[config.mk]
export PLATFORM = sky130hd
export DESIGN_NAME = lcl_reload_timer
export DESIGN_NICKNAME = d
export VERILOG_FILES = /design/src/rtl/lrt_pkg.sv /design/src/rtl/lrt_core.sv /design/src/rtl/lrt_regs.sv /design/src/rtl/lcl_reload_timer.sv
export SDC_FILE = /design/constraint.sdc
export NUM_CORES = 1
export LEC_CHECK = 0
export BUFFER_PORTS_ARGS = -buffer_cell sky130_fd_sc_hd__buf_2
export CORE_UTILIZATION = 45
export CTS_CLUSTER_SIZE = 12
export DETAILED_ROUTE_END_ITERATION = 16
export HOLD_SLACK_MARGIN = 0.08
export PLACE_DENSITY = 0.72
export SLEW_MARGIN = 20
export SYNTH_ARGS = -nofsm -noshare
export SYNTH_HDL_FRONTEND = slang
export SYNTH_SLANG_ARGS = --single-unit
export TNS_END_PERCENT = 5
[constraint.sdc]
create_clock -name clk -period 2.4 [get_ports clk]
set_input_delay 0.24 -clock clk [delete_from_list [all_inputs] [get_ports clk]]
set_output_delay 0.24 -clock clk [all_outputs]
set_load 0.01 [all_outputs]
[src/rtl/lrt_pkg.sv]
package lrt_pkg;

    localparam int REG_W    = 32;
    localparam int FLAG_BIT = 31;
    localparam int RLD_BIT  = 30;
    localparam int IE_BIT   = 29;
    localparam int EN_BIT   = 28;

    typedef enum logic [1:0] {
        ST_IDLE  = 2'd0,
        ST_RUN   = 2'd1,
        ST_STALL = 2'd2
    } lrt_state_e;

endpackage

[src/rtl/lrt_core.sv]
module lrt_core
    import lrt_pkg::*;
#(
    parameter int VAL_W = 28
) (
    input  logic             clk,
    input  logic             rst_n,
    input  logic             tick_en,
    input  logic             load_req,
    input  logic             load_en,
    input  logic [VAL_W-1:0] load_val,
    input  logic [VAL_W-1:0] cur_val,
    input  logic             restart_req,
    output logic             expire
);

    localparam logic [VAL_W-1:0] ONE = VAL_W'(1);

    lrt_state_e       state_q, state_d;
    logic [VAL_W-1:0] cnt_q, cnt_d;

    always_ff @(posedge clk or negedge rst_n) begin
        if (!rst_n) begin
            state_q <= ST_IDLE;
            cnt_q   <= '0;
        end else begin
            state_q <= state_d;
            cnt_q   <= cnt_d;
        end
    end

    always_comb begin
        state_d = state_q;
        cnt_d   = cnt_q;
        expire  = 1'b0;
        if (load_req) begin
            cnt_d = load_val;
            if (!load_en)
                state_d = ST_IDLE;
            else if (load_val == '0)
                state_d = ST_STALL;
            else
                state_d = ST_RUN;
        end else if (restart_req) begin
            cnt_d = cur_val;
        end else begin
            unique case (state_q)
                ST_RUN: begin
                    if (tick_en) begin
                        if (cnt_q == ONE) begin
                            expire = 1'b1;
                            cnt_d  = cur_val;
                        end else begin
                            cnt_d = cnt_q - ONE;
                        end
                    end
                end
                ST_IDLE, ST_STALL: begin
                    cnt_d = cnt_q;
                end
                default: begin
                    state_d = ST_IDLE;
                end
            endcase
        end
    end

    // a running count is never zero and never above the reload value
    p_cnt_bound_r3: assert property (@(posedge clk) disable iff (!rst_n)
        (state_q == ST_RUN) |-> (cnt_q != '0 && cnt_q <= cur_val));

    // the period after an expiry starts from the reload value
    p_reload_r4: assert property (@(posedge clk) disable iff (!rst_n)
        expire |=> (cnt_q == $past(cur_val)));

    // no expiry unless running
    p_idle_quiet_r5: assert property (@(posedge clk) disable iff (!rst_n)
        (state_q != ST_RUN) |-> !expire);

    // the stall state only holds with a zero reload value
    p_zero_stall_r8: assert property (@(posedge clk) disable iff (!rst_n)
        (state_q == ST_STALL) |-> (cur_val == '0));

endmodule

[src/rtl/lrt_regs.sv]
module lrt_regs
    import lrt_pkg::*;
#(
    parameter int          VAL_W    = 28,
    parameter int          ADDR_W   = 8,
    parameter int unsigned CTRL_OFS = 'h34,
    parameter int unsigned ACK_OFS  = 'h38
) (
    input  logic              clk,
    input  logic              rst_n,
    input  logic              reg_wr,
    input  logic [ADDR_W-1:0] reg_addr,
    input  logic [REG_W-1:0]  reg_wdata,
    input  logic              expire,
    output logic [REG_W-1:0]  reg_rdata,
    output logic              ctrl_wr,
    output logic              restart_req,
    output logic [VAL_W-1:0]  val_q,
    output logic              flag_q,
    output logic              ie_q
);

    logic ack_wr;
    logic rld_q;
    logic en_q;

    assign ctrl_wr     = reg_wr && (reg_addr == ADDR_W'(CTRL_OFS));
    assign ack_wr      = reg_wr && (reg_addr == ADDR_W'(ACK_OFS));
    assign restart_req = ack_wr && reg_wdata[RLD_BIT] && en_q;

    always_ff @(posedge clk or negedge rst_n) begin
        if (!rst_n) begin
            flag_q <= 1'b0;
            rld_q  <= 1'b0;
            ie_q   <= 1'b0;
            en_q   <= 1'b0;
            val_q  <= '0;
        end else if (ctrl_wr) begin
            flag_q <= reg_wdata[FLAG_BIT];
            rld_q  <= reg_wdata[RLD_BIT];
            ie_q   <= reg_wdata[IE_BIT];
            en_q   <= reg_wdata[EN_BIT];
            val_q  <= reg_wdata[VAL_W-1:0];
        end else begin
            if (ack_wr && reg_wdata[FLAG_BIT])
                flag_q <= 1'b0;
            if (expire)
                flag_q <= 1'b1;
        end
    end

    always_comb begin
        reg_rdata = '0;
        if (reg_addr == ADDR_W'(CTRL_OFS)) begin
            reg_rdata            = REG_W'(val_q);
            reg_rdata[FLAG_BIT]  = flag_q;
            reg_rdata[RLD_BIT]   = rld_q;
            reg_rdata[IE_BIT]    = ie_q;
            reg_rdata[EN_BIT]    = en_q;
        end
    end

    // a clearing acknowledge without a colliding expiry drops the flag
    p_ack_clear_r6: assert property (@(posedge clk) disable iff (!rst_n)
        (ack_wr && reg_wdata[FLAG_BIT] && !expire) |=> !flag_q);

    // an expiry always leaves the flag set
    p_expiry_sets_r10: assert property (@(posedge clk) disable iff (!rst_n)
        expire |=> flag_q);

    // no restart request while the timer is stopped
    p_restart_gated_r7: assert property (@(posedge clk) disable iff (!rst_n)
        (!en_q) |-> !restart_req);

endmodule

[src/rtl/lcl_reload_timer.sv]
module lcl_reload_timer
    import lrt_pkg::*;
#(
    parameter int          VAL_W    = 28,
    parameter int          ADDR_W   = 8,
    parameter int unsigned CTRL_OFS = 'h34,
    parameter int unsigned ACK_OFS  = 'h38
) (
    input  logic              clk,
    input  logic              rst_n,
    input  logic              tick_en,
    input  logic              reg_wr,
    input  logic [ADDR_W-1:0] reg_addr,
    input  logic [31:0]       reg_wdata,
    output logic [31:0]       reg_rdata,
    output logic              irq
);

    logic             expire;
    logic             ctrl_wr;
    logic             restart_req;
    logic [VAL_W-1:0] val_q;
    logic             flag_q;
    logic             ie_q;

    lrt_regs #(
        .VAL_W    (VAL_W),
        .ADDR_W   (ADDR_W),
        .CTRL_OFS (CTRL_OFS),
        .ACK_OFS  (ACK_OFS)
    ) u_regs (
        .clk         (clk),
        .rst_n       (rst_n),
        .reg_wr      (reg_wr),
        .reg_addr    (reg_addr),
        .reg_wdata   (reg_wdata),
        .expire      (expire),
        .reg_rdata   (reg_rdata),
        .ctrl_wr     (ctrl_wr),
        .restart_req (restart_req),
        .val_q       (val_q),
        .flag_q      (flag_q),
        .ie_q        (ie_q)
    );

    lrt_core #(
        .VAL_W (VAL_W)
    ) u_core (
        .clk         (clk),
        .rst_n       (rst_n),
        .tick_en     (tick_en),
        .load_req    (ctrl_wr),
        .load_en     (reg_wdata[EN_BIT]),
        .load_val    (reg_wdata[VAL_W-1:0]),
        .cur_val     (val_q),
        .restart_req (restart_req),
        .expire      (expire)
    );

    assign irq = flag_q & ie_q;

    // the acknowledge word always reads as zero
    p_ack_reads_zero_r6: assert property (@(posedge clk) disable iff (!rst_n)
        (reg_addr == ADDR_W'(ACK_OFS)) |-> (reg_rdata == '0));

    // a request only leaves with the enable bit visible in the control word
    p_irq_gate_r9: assert property (@(posedge clk) disable iff (!rst_n)
        (irq && reg_addr == ADDR_W'(CTRL_OFS)) |-> (reg_rdata[IE_BIT] && reg_rdata[FLAG_BIT]));

endmodule

==> results.md <==
- Shortest period the worst path allows: 2.359 ns
- Cell types occupying the most area after synthesis: dfrtp_1 (41%), nand2_1 (13%), and2_1 (5.7%), nor4_1 (2.3%), a21oi_1 (1.9%)
- Clock tree skew after final layout: 0.01167 ns
- Worst skew pair latency: 0.34 ns
- Upper clock frequency limit: 423.9 MHz
- Leakage: 2.356 nW
- Seq cells post-synth: 62
- Sink count of the clock tree: 62
- Crit share post-route: 98.30%
- Worst hold slack across all endpoints: 0.09271 ns
- Cell variety after synth: 62
- Number of enable-type register cells in the synthesized netlist: 0
- Count of final max-slew check failures: 0
- Starting density of the core: 47.41%
- Syn Std Cell Area: 3740 µm²
- H-tree Lvls: 3
- Instance count of the mapped netlist: 449
- Total I/O pin count: 77
- Number of antenna violations at the first check in global routing: 0
- Worst setup SP type: register
- Power per unit of standard cell area: 714.2 nW/µm²
- Area of the core: 7888 µm²
- Dpl ws: -0.08737 ns
- Worst Path Class, Setup: reg -> reg
- Arrival time worst endpoint: 2.62 ns
- Mean routed wirelength per cell: 16.76 µm
- Ratio of routed vias to standard cells: 5.850
- Largest net degree at the start of global routing: 39
- Via count of the first global-routing pass: 3707
- Number of antenna repair diodes: 0
- Total non-filler cell area in the finished layout: 4800 µm²
- Total via count in the routed design: 3896
- Tightest Hold Check Type: in -> reg
- Wire length of the first global-routing pass: 18.11 mm
- Clock transition at the registers of the reported paths: 0.07 ns
- Die span in y: 93.17 µm
- Post-Place Cell Area: 4488 µm²
- Final total negative setup slack: 0 ns
- Number of max-cap violations: 0
- Fill cell instance count of the final layout: 726
- Fraction of layout instances using a drive strength above 1: 29.26%
- Final standard cell utilization of the core: 60.85%
- Register-to-Register Path Depth: 6
- Count of endpoints failing setup in the final report: 0
- Overall Global Routing Usage: 26.74%
- Total nets after synthesis: 495
- 1st-iter DRT viols: 320
- Fraction of synthesis flops using an asynchronous set or reset pin: 100.0%
- Total area of sequential cells: 1551 µm²
- Worst Tran Pin Value: 0.6795 ns
- Area growth, synth to finish: 28.34%
- GRT Residual Overflow: 0
- Multi-input logic area: 2110 µm²
- Residual antenna-violating net count after detailed routing: 0
- Top post-synthesis cells by count: nand2_1 (125), dfrtp_1 (62), and2_1 (34)
- Clock tree from TritonCTS: done
- Detailed Route WL: 11.16 mm
- Dominant cell by count in the synthesized netlist: nand2_1
- Worst rel slew slack: 54.70%
- Die area: 8680 µm²
- Setup repair after global routing missed its margin: yes
- Part of the Yosys area used for sequential elements: 41.49%
- Final Hold Viols: 0
- Worst path setup slack after routing: 0.04075 ns
- Peak fanout along the critical path: 11
- Nets@finish: 605
- Max Root-Sink Buffers: 2
- Worst VDD drop: 352.9 µV
- Die W: 93.17 µm
- Top_reg_cell synth: dfrtp_1
- Required time of the worst setup path: 2.66 ns
- Library cell occupying the most area in the post-synthesis netlist: dfrtp_1
- Synthesis warning total: 0
- Hold Crit Depth: 3
- Root Driver: clkbuf_8
- Detail Placement HPWL: 8.170 mm
- Count of input and output buffers: 76
- Clock buffer count from CTS: 9
- Yosys top cell area share: 41.49%
- Row cnt: 32
- Final estimated routing congestion in global placement: 0.9008
- Number of iterations in the first detailed-routing pass: 6
- Internal reg-to-reg setup slack: 0.04 ns
- Result of the run: finished clean
- Average cell area after synthesis: 8.329 µm²
- DRC viols: 0
- Kind of end point of the critical path: register
==> per-layer routing <==
metal / vias to the layer above / global-route usage (%) / share of wire (%)
li1: 1842 / - / -
met5: - / 0 / 0
met3: 20 / 4.309 / 6.9
met2: 179 / 42.46 / 47
met1: 1855 / 36.43 / 44
met4: 0 / 10.77 / 1.8
==> flip-flops by register name (all words and copies together), names as in the netlist <==
register        flops
u_core.cnt_q       28
u_core.state_q      2
u_regs.en_q         1
u_regs.flag_q       1
u_regs.ie_q         1
u_regs.rld_q        1
u_regs.val_q       28
==> power breakdown <==
part           leakage [nW]  switching [mW]  internal, mW  total (mW)
clock                 0.120           0.410         0.669        1.08
sequential            0.807           0.123          1.18        1.30
combinational          1.43           0.547         0.501        1.05
total                  2.36            1.08          2.35        3.43
==> kinds of logic (layout without fill, tap and decap cells) <==
| family | Yosys count | in the layout | synth area share [%] |
|---|---|---|---|
| AO/OA/AOI/OAI | 87 | 87 | 17.60 |
| multiplexers | 1 | 1 | 0.2677 |
| AND/OR/NAND/NOR | 269 | 269 | 35.97 |
| adder cells (fa/ha/maj) | 2 | 2 | 0.6690 |
| flip-flops | 62 | 62 | 41.49 |
| buffers and inverters | 26 | 141 | 3.546 |
| XOR/XNOR | 2 | 2 | 0.4685 |
==> final timing paths <==
path	startpoint	end
worst max-delay path	u_core.cnt_q[11]	u_core.cnt_q[4]
worst min-delay path	reg_wdata[29]	u_regs.ie_q
worst max register to register	u_core.cnt_q[11]	u_core.cnt_q[4]
worst min register to register	u_regs.rld_q	u_regs.rld_q
max in group asynchronous	rst_n	u_regs.val_q[0]
min in group asynchronous	rst_n	u_regs.val_q[11]
==> critical path, stage by stage (launching register included) <==
cell and delay, ns:
dfrtp_1 0.41, or4_4 0.54, nor4_1 0.44, a31oi_2 0.24, buf_4 0.24, a32o_1 0.25, a31oi_1 0.16
==> stage by stage <==
step                      power, mW  cells
after CTS                     3.390    666
after global routing          3.602    666
after floorplan               1.815    449
final                         3.428    666
after detailed placement      2.290    646
after global placement        2.256    646
==> layout make-up <==
cell class	count	share of cell area, %
Clock buffer	13	3.519
Clock inverter	3	1.356
Inverter	4	0.3128
Multi-Input combinational cell	361	43.95
Sequential cell	62	32.33
Tap cell	102	2.659
Timing Repair Buffer	121	15.88
==> cells in the final DEF (no fill, tap or decap), types with 5 or more instances in the layout <==
cell type  Yosys  layout
a21oi_1       14      14
a31oi_1       11      11
a32o_1         5       5
and2_1        34      34
buf_2          4      76
buf_4          0      40
clkbuf_8       0      12
dfrtp_1       62      62
nand2_1      125     125
nand3_1       13      13
nand4_1        9       9
nor2_1        17      17
nor3_1        14      13
nor4_1        14      12
o211ai_1       6       6
o21ai_0       14      13
o31ai_1        5       5
==> timing repair <==
item / 4_1_cts / 5_1_grt
hold buffers: 1 / 0
gates resized for setup: 5 / 9
hold endpoints to repair: 27 / 0
pin swaps: 0 / 4
endpoints found under the setup margin: 7 / 22
setup buffers: 3 / 0
(Power assumes the default switching activity.)
